==> config.mk <==
export PLATFORM = sky130hd
export DESIGN_NAME = cube_net
export DESIGN_NICKNAME = d
export VERILOG_FILES = /design/src/rtl/cube_pkg.sv /design/src/rtl/cube_box.sv /design/src/rtl/cube_stage.sv /design/src/rtl/cube_net.sv
export SDC_FILE = /design/constraint.sdc
export NUM_CORES = 1
export LEC_CHECK = 0
export ABC_CLOCK_PERIOD_IN_PS = 960
export BUFFER_PORTS_ARGS = -buffer_cell sky130_fd_sc_hd__buf_2
export CORE_MARGIN = 10
export CORE_UTILIZATION = 59
export DETAILED_ROUTE_END_ITERATION = 7
export MAX_ROUTING_LAYER = met4
export PLACE_DENSITY = 0.88
export SLEW_MARGIN = 20
export SYNTH_ARGS = -nofsm -noshare
export SYNTH_HDL_FRONTEND = slang
export SYNTH_HIERARCHICAL = 1
export SYNTH_SLANG_ARGS = --single-unit
==> constraint.sdc <==
create_clock -name clk -period 0.96 [get_ports clk]
set_input_delay 0.144 -clock clk [delete_from_list [all_inputs] [get_ports clk]]
set_output_delay 0.144 -clock clk [all_outputs]
set_load 0.01 [all_outputs]
==> src/rtl/cube_pkg.sv <==
`timescale 1ns/1ps
package cube_pkg;

    typedef enum logic {
        BOX_STRAIGHT = 1'b0,
        BOX_EXCHANGE = 1'b1
    } box_set_e;

    // lane number of the bit-s-clear input of box b in the stage for bit s
    function automatic int upper_line(input int b, input int s);
        return ((b >> s) << (s + 1)) | (b & ((1 << s) - 1));
    endfunction

endpackage

==> src/rtl/cube_box.sv <==
`timescale 1ns/1ps
module cube_box
    import cube_pkg::*;
#(
    parameter int W   = 8,
    parameter int LG  = 3,
    parameter int S   = 0,
    localparam int WRD = 1 + LG + W
) (
    input  logic [WRD-1:0] up_i,
    input  logic [WRD-1:0] lo_i,
    input  logic           force_i,
    output logic [WRD-1:0] up_o,
    output logic [WRD-1:0] lo_o,
    output logic           conflict_o,
    output logic           tag_err_o
);
    localparam int VB = W + LG;   // valid bit position
    localparam int TB = W + S;    // tag bit steered by this stage

    logic     up_v, lo_v, up_b, lo_b;
    box_set_e set_d;

    always_comb begin
        up_v = up_i[VB];
        lo_v = lo_i[VB];
        up_b = up_i[TB];
        lo_b = lo_i[TB];

        if (force_i)
            set_d = BOX_STRAIGHT;
        else if (up_v)
            set_d = up_b ? BOX_EXCHANGE : BOX_STRAIGHT;
        else if (lo_v)
            set_d = lo_b ? BOX_STRAIGHT : BOX_EXCHANGE;
        else
            set_d = BOX_STRAIGHT;

        if (set_d == BOX_EXCHANGE) begin
            up_o = lo_i;
            lo_o = up_i;
        end else begin
            up_o = up_i;
            lo_o = lo_i;
        end

        conflict_o = !force_i && up_v && lo_v && (up_b == lo_b);
        tag_err_o  = force_i && ((up_v && up_b) || (lo_v && !lo_b));
    end
endmodule

==> src/rtl/cube_stage.sv <==
`timescale 1ns/1ps
module cube_stage
    import cube_pkg::*;
#(
    parameter int P  = 8,
    parameter int W  = 8,
    parameter int S  = 0,
    localparam int LG   = $clog2(P),
    localparam int WRD  = 1 + LG + W,
    localparam int HALF = P / 2
) (
    input  logic [P*WRD-1:0] bus_i,
    input  logic             force_i,
    output logic [P*WRD-1:0] bus_o,
    output logic [HALF-1:0]  conflict_o,
    output logic [HALF-1:0]  tag_err_o
);
    for (genvar b = 0; b < HALF; b++) begin : g_box
        localparam int UP = upper_line(b, S);
        localparam int LO = UP + (1 << S);

        cube_box #(.W(W), .LG(LG), .S(S)) u_box (
            .up_i       (bus_i[UP*WRD +: WRD]),
            .lo_i       (bus_i[LO*WRD +: WRD]),
            .force_i    (force_i),
            .up_o       (bus_o[UP*WRD +: WRD]),
            .lo_o       (bus_o[LO*WRD +: WRD]),
            .conflict_o (conflict_o[b]),
            .tag_err_o  (tag_err_o[b])
        );
    end
endmodule

==> src/rtl/cube_net.sv <==
`timescale 1ns/1ps
module cube_net
    import cube_pkg::*;
#(
    parameter int P = 8,
    parameter int W = 8,
    localparam int LG   = $clog2(P),
    localparam int WRD  = 1 + LG + W,
    localparam int HALF = P / 2
) (
    input  logic            clk,
    input  logic            rst_n,
    input  logic [P-1:0]    in_valid,
    input  logic [P*LG-1:0] in_tag,
    input  logic [P*W-1:0]  in_data,
    input  logic [LG-1:0]   stage_force,
    output logic [P-1:0]    out_valid,
    output logic [P*W-1:0]  out_data,
    output logic            route_conflict,
    output logic            tag_error
);
    typedef struct packed {
        logic [P-1:0]   vld;
        logic [P*W-1:0] dat;
        logic           cfl;
        logic           terr;
    } out_state_t;

    logic [P*WRD-1:0]   lvl [0:LG];
    logic [LG*HALF-1:0] cfl_bits;
    logic [LG*HALF-1:0] terr_bits;
    out_state_t         st_d, st_q;

    // pack each lane as {valid, tag, data}
    always_comb begin
        for (int k = 0; k < P; k++) begin
            lvl[0][k*WRD +: WRD] = {in_valid[k], in_tag[k*LG +: LG], in_data[k*W +: W]};
        end
    end

    // column j steers tag bit LG-1-j
    for (genvar j = 0; j < LG; j++) begin : g_stage
        localparam int SB = LG - 1 - j;
        cube_stage #(.P(P), .W(W), .S(SB)) u_stage (
            .bus_i      (lvl[j]),
            .force_i    (stage_force[SB]),
            .bus_o      (lvl[j+1]),
            .conflict_o (cfl_bits[j*HALF +: HALF]),
            .tag_err_o  (terr_bits[j*HALF +: HALF])
        );
    end

    always_comb begin
        st_d = '0;
        for (int k = 0; k < P; k++) begin
            st_d.vld[k] = lvl[LG][k*WRD + W + LG];
            st_d.dat[k*W +: W] = st_d.vld[k] ? lvl[LG][k*WRD +: W] : '0;
        end
        st_d.cfl  = |cfl_bits;
        st_d.terr = |terr_bits;
    end

    always_ff @(posedge clk or negedge rst_n) begin
        if (!rst_n) st_q <= '0;
        else        st_q <= st_d;
    end

    assign out_valid      = st_q.vld;
    assign out_data       = st_q.dat;
    assign route_conflict = st_q.cfl;
    assign tag_error      = st_q.terr;
endmodule

==> After elaboration in Yosys (flattened, before gate mapping) <==
Cells that the tools add are included.
{ "word_totals": {"memories": 0, "wordCells": 209, "rom_bits": 0, "latchBits": 0, "out_inout_bits": 74, "reg_bits": 74, "inputBits": 101, "ramBits": 0} }
{ "classes": {"muxes": 92, "n_eq_ne": 12, "magnitude_cmp": 0, "n_reduce_logical": 101, "multipliers": 0, "n_addsub": 0, "shifts": 0, "n_div": 0, "bitwise": 0} }
{ "ops": {"columns": ["cell", "count"], "rows": [
  ["$mux W12", 24],
  ["$logic_and A1 B1 Y1", 72],
  ["$mux W8", 8],
  ["$mux W1", 60],
  ["$reduce_or A12 Y1", 2],
  ["$logic_not A1 Y1", 15],
  ["$eq A1 B1 Y1", 12],
  ["$logic_or A1 B1 Y1", 12]
]} }

==> Logic depth before layout (Yosys ltp) <==
{ "logic_depth": {"depth_word": 16, "depth_mapped": 13, "ltp_nobuf": 10} }

==> Hierarchy <==
The synthesis kept the hierarchy.
{ "modules_own_cells": {"columns": ["module", "cells_per_inst", "instances", "seq_area_each_um2", "area_each_um2"], "rows": [
  ["cube_box", 37, 12, 0.0, 355.3],
  ["cube_net", 146, 1, 1851.8, 2299.7]
]} }

==> Worst setup path before layout <==
No wires, ideal clock.
{ "synth_timing": {"path_kind": "input-to-reg", "start": "input port in_valid[3]", "end": "register st_q (netlist bit out_data[56])", "required_ns": 0.841, "n_path_buf": 3, "arrival_time_ns": 3.138, "setup_time_ns": 0.119, "slack_ns": -2.297, "path_stages": 13, "path_cell_list": "or2_1 > o22ai_2 > buf_6 > mux2_1 > nand2b_1 > o22ai_2 > buf_6 > mux2_2 > nand2b_1 > o22ai_2 > buf_6 > mux2_2 > and2_1"} }
{ "synth_rtl": {"columns": ["element", "line_no", "source"], "rows": [
  ["start: declaration", "cube_net.sv:13", "input logic [P-1:0] in_valid,"],
  ["end signal: assignment", "cube_net.sv:65", "else st_q <= st_d;"],
  ["end: declaration", "cube_net.sv:32", "out_state_t st_d, st_q;"]
]} }

==> results.py <==
metrics = {
    "status": {
        "status": "complete, but fails checks",
        "violations": "setup timing",
    },
    "cts": {
        "cts_tree": "yes",
        "cts_buffers": 9,
        "clkSlewWorstSetupHoldPaths_ns": 0.10,
        "cts_root_buf": "clkbuf_8",
        "ctsHtreeMaxLevel": 3,
        "clock-sinks": 74,
        "cts_buffer_depth": 2,
    },
    "global_routing": {
        "grt_max_degree": 75,
        "grt_pass1_vias": 7328,
        "grt_usage_pct": 40.9,
        "antenna_found_initial": 1,
        "grt-ovfl-total": 0,
        "grt_pass1_wl_mm": 43.9,
    },
    "cells_and_area": {
        "final_core_util_pct": 96.1,
        "final_layout_size_suffix_gt1_share_pct": 78.8,
        "stdcell_area_um2": 9480,
        "areaGrowthSynthToFinish_pct": 57.3,
        "fin_nets": 927,
        "fillCellCount": 201,
    },
    "critical_path": {
        "path_class": "input port to register",
        "setup.worst_path.start_class": "input port",
        "critPathMaxFanout": 7,
        "critPathSlowestCell": "nor3_1",
        "critPathMostFrequentCell": "buf_4",
        "worstPathCellList": "buf_16 -> buf_8 -> buf_4 -> nor2b_1 -> o21ai_0 -> nand2_1 -> nand2b_4 -> o22ai_4 -> buf_6 -> buf_12 -> mux2_4 -> buf_4 -> xor2_1 -> nor3_1 -> nor4_1 -> nand3_1",
        "critical_path_required_ns": 1.28,
        "end_kind": "register",
        "arrival_ns": 3.64,
        "cp_slowest_stage_delay_ns": 0.99,
    },
    "placement": {
        "place_area_um2": 7900,
        "dpl_worst_slack_ns": -2.01,
        "portBuffers": 174,
        "detailed_place_hpwl_mm": 15.5,
        "gp_congestion": 0.906,
    },
    "routing": {
        "drt_iter0_markers": 1435,
        "via_per_inst": 7.59,
        "drc": 0,
        "drt_wl_total_mm": 36.8,
        "first_pass_iters": 7,
        "ant_nets": 0,
        "avgRoutedWirePerCell_um": 38.2,
        "dr_total_vias": 7327,
    },
    "timing": {
        "drv_slew": 0,
        "setup_tns_ns": -134.40,
        "finalCritPeriodShare_pct": 347,
        "finalSetupViolations": 148,
        "min_period_ns": 3.33,
        "relSlewSlack_pct": 15.8,
        "hold_viol_final": 0,
        "clock.fmax_mhz": 300,
        "finalWorstSetupSlack_ns": -2.37,
        "rsz0062_at_grt": "true",
        "worst_pin_slew_ns": 1.25,
    },
    "die": {
        "die_w_um": 121,
        "start_util_pct": 61.1,
        "die-area_um2": 14700,
        "io_pins": 175,
        "die_y_um": 121,
        "core_um2": 9860,
        "row_count": 36,
    },
    "power": {
        "total_leakage_power_nw": 4.46,
        "peakVddDrop_mv": 1.32,
        "power.density_nw_per_um2": 1670,
    },
    "run": {
        "cap_violations": 0,
    },
    "yosys": {
        "avgSynthCellArea_um2": 11.1,
        "syn_nets": 643,
        "yosysWarnings": 6,
        "syn-instance-count": 542,
        "synth_area_um2": 6020,
    },
    "worst_hold_path": {
        "min_path_type": "input port to async pin",
    },
}
routing by layer:
| layer | up-vias | wire length [um] | global-route usage, % |
|---|---|---|---|
| li1 | 2524 | - | - |
| met1 | 3373 | 11100 | 40.7 |
| met2 | 978 | 15800 | 64.8 |
| met3 | 452 | 5330 | 12.2 |
| met4 | 0 | 4540 | 35.2 |
| met5 | - | 0 | - |
per-stage QoR:
step	total power [W]	hold slack [ns]	cells
final	0.0158	0.365	965
after global routing	0.0160	0.403	965
after CTS	0.0137	0.314	963
after detailed placement	0.00953	0.201	905
after global placement	0.00927	0.192	905
after floorplan	0.00748	-0.152	542
sequential cells by signal (all words and copies together), names as in the netlist:
| signal | count |
|---|---|
| tag_error | 1 |
| out_data | 64 |
| route_conflict | 1 |
| out_valid | 8 |
area by class of cell:
| cell class | count | area, um2 | share of cell area (%) |
|---|---|---|---|
| multi-input combinational | 452 | 4890 | 51.6 |
| timing repair buffer | 289 | 2320 | 24.5 |
| sequential | 74 | 1850 | 19.6 |
| tap | 133 | 166 | 1.76 |
| clock buffer | 12 | 165 | 1.74 |
| clock inverter | 4 | 72.6 | 0.766 |
| antenna | 1 | 2.50 | 0.0264 |
how the worst max path moves through the flow:
stage | from | to | slack (ns) | cells after the start
2_1_floorplan | in_valid[3] | out_data[48]$_DFF_PN0_ | -1.82 | 13
6_report | stage_force[2] | route_conflict$_DFF_PN0_ | -2.37 | 16
3_5_place_dp | stage_force[2] | out_data[8]$_DFF_PN0_ | -2.01 | 12
5_1_grt | stage_force[2] | route_conflict$_DFF_PN0_ | -2.24 | 16
3_3_place_gp | stage_force[2] | out_data[3]$_DFF_PN0_ | -1.90 | 12
4_1_cts | stage_force[2] | out_data[27]$_DFF_PN0_ | -1.54 | 14
worst max-delay path, delay by kind of cell:
kind | cells | cell delay, ns
AOI/OAI and AO/OA | 2 | 0.52
xor gates and xnor gates | 1 | 0.16
muxes | 1 | 0.33
and+or+nand+nor | 6 | 1.76
buffers and inverters | 6 | 0.71
timing repair:
item	in CTS	in global routing
hold endpoints to repair	74	0
gates cloned	12	0
pin swaps	22	21
hold buffers	1	0
resized for setup	147	99
buffers inserted	31	5
setup endpoints to repair	148	148
placed cells by master, fill, tap and decap left out, types with 3 or more instances in the layout:
cell,n
nand2_2,6
o21ai_2,3
buf_12,7
clkbuf_8,12
nor2b_4,4
o22ai_4,12
buf_4,78
or2_1,3
buf_8,3
o21ai_4,4
a21boi_0,8
nor2b_1,8
nand2_1,25
o21ai_1,3
xor2_2,3
dfrtp_1,73
nor3_1,10
and2_4,60
o21ai_0,14
buf_2,121
nand2b_1,3
and2_1,4
buf_16,3
xor2_1,9
mux2_4,91
nand2_4,9
or2_4,9
buf_6,76
mux2_2,132
mux2_1,9
nand2b_4,9
where the power goes:
part           total, W  switching (W)  internal [W]
registers       0.00413       0.000398       0.00373
logic           0.00865        0.00423       0.00443
clock network   0.00299        0.00132       0.00167
total            0.0158        0.00594       0.00983
No activity file was read; power rests on OpenSTA's default activity.
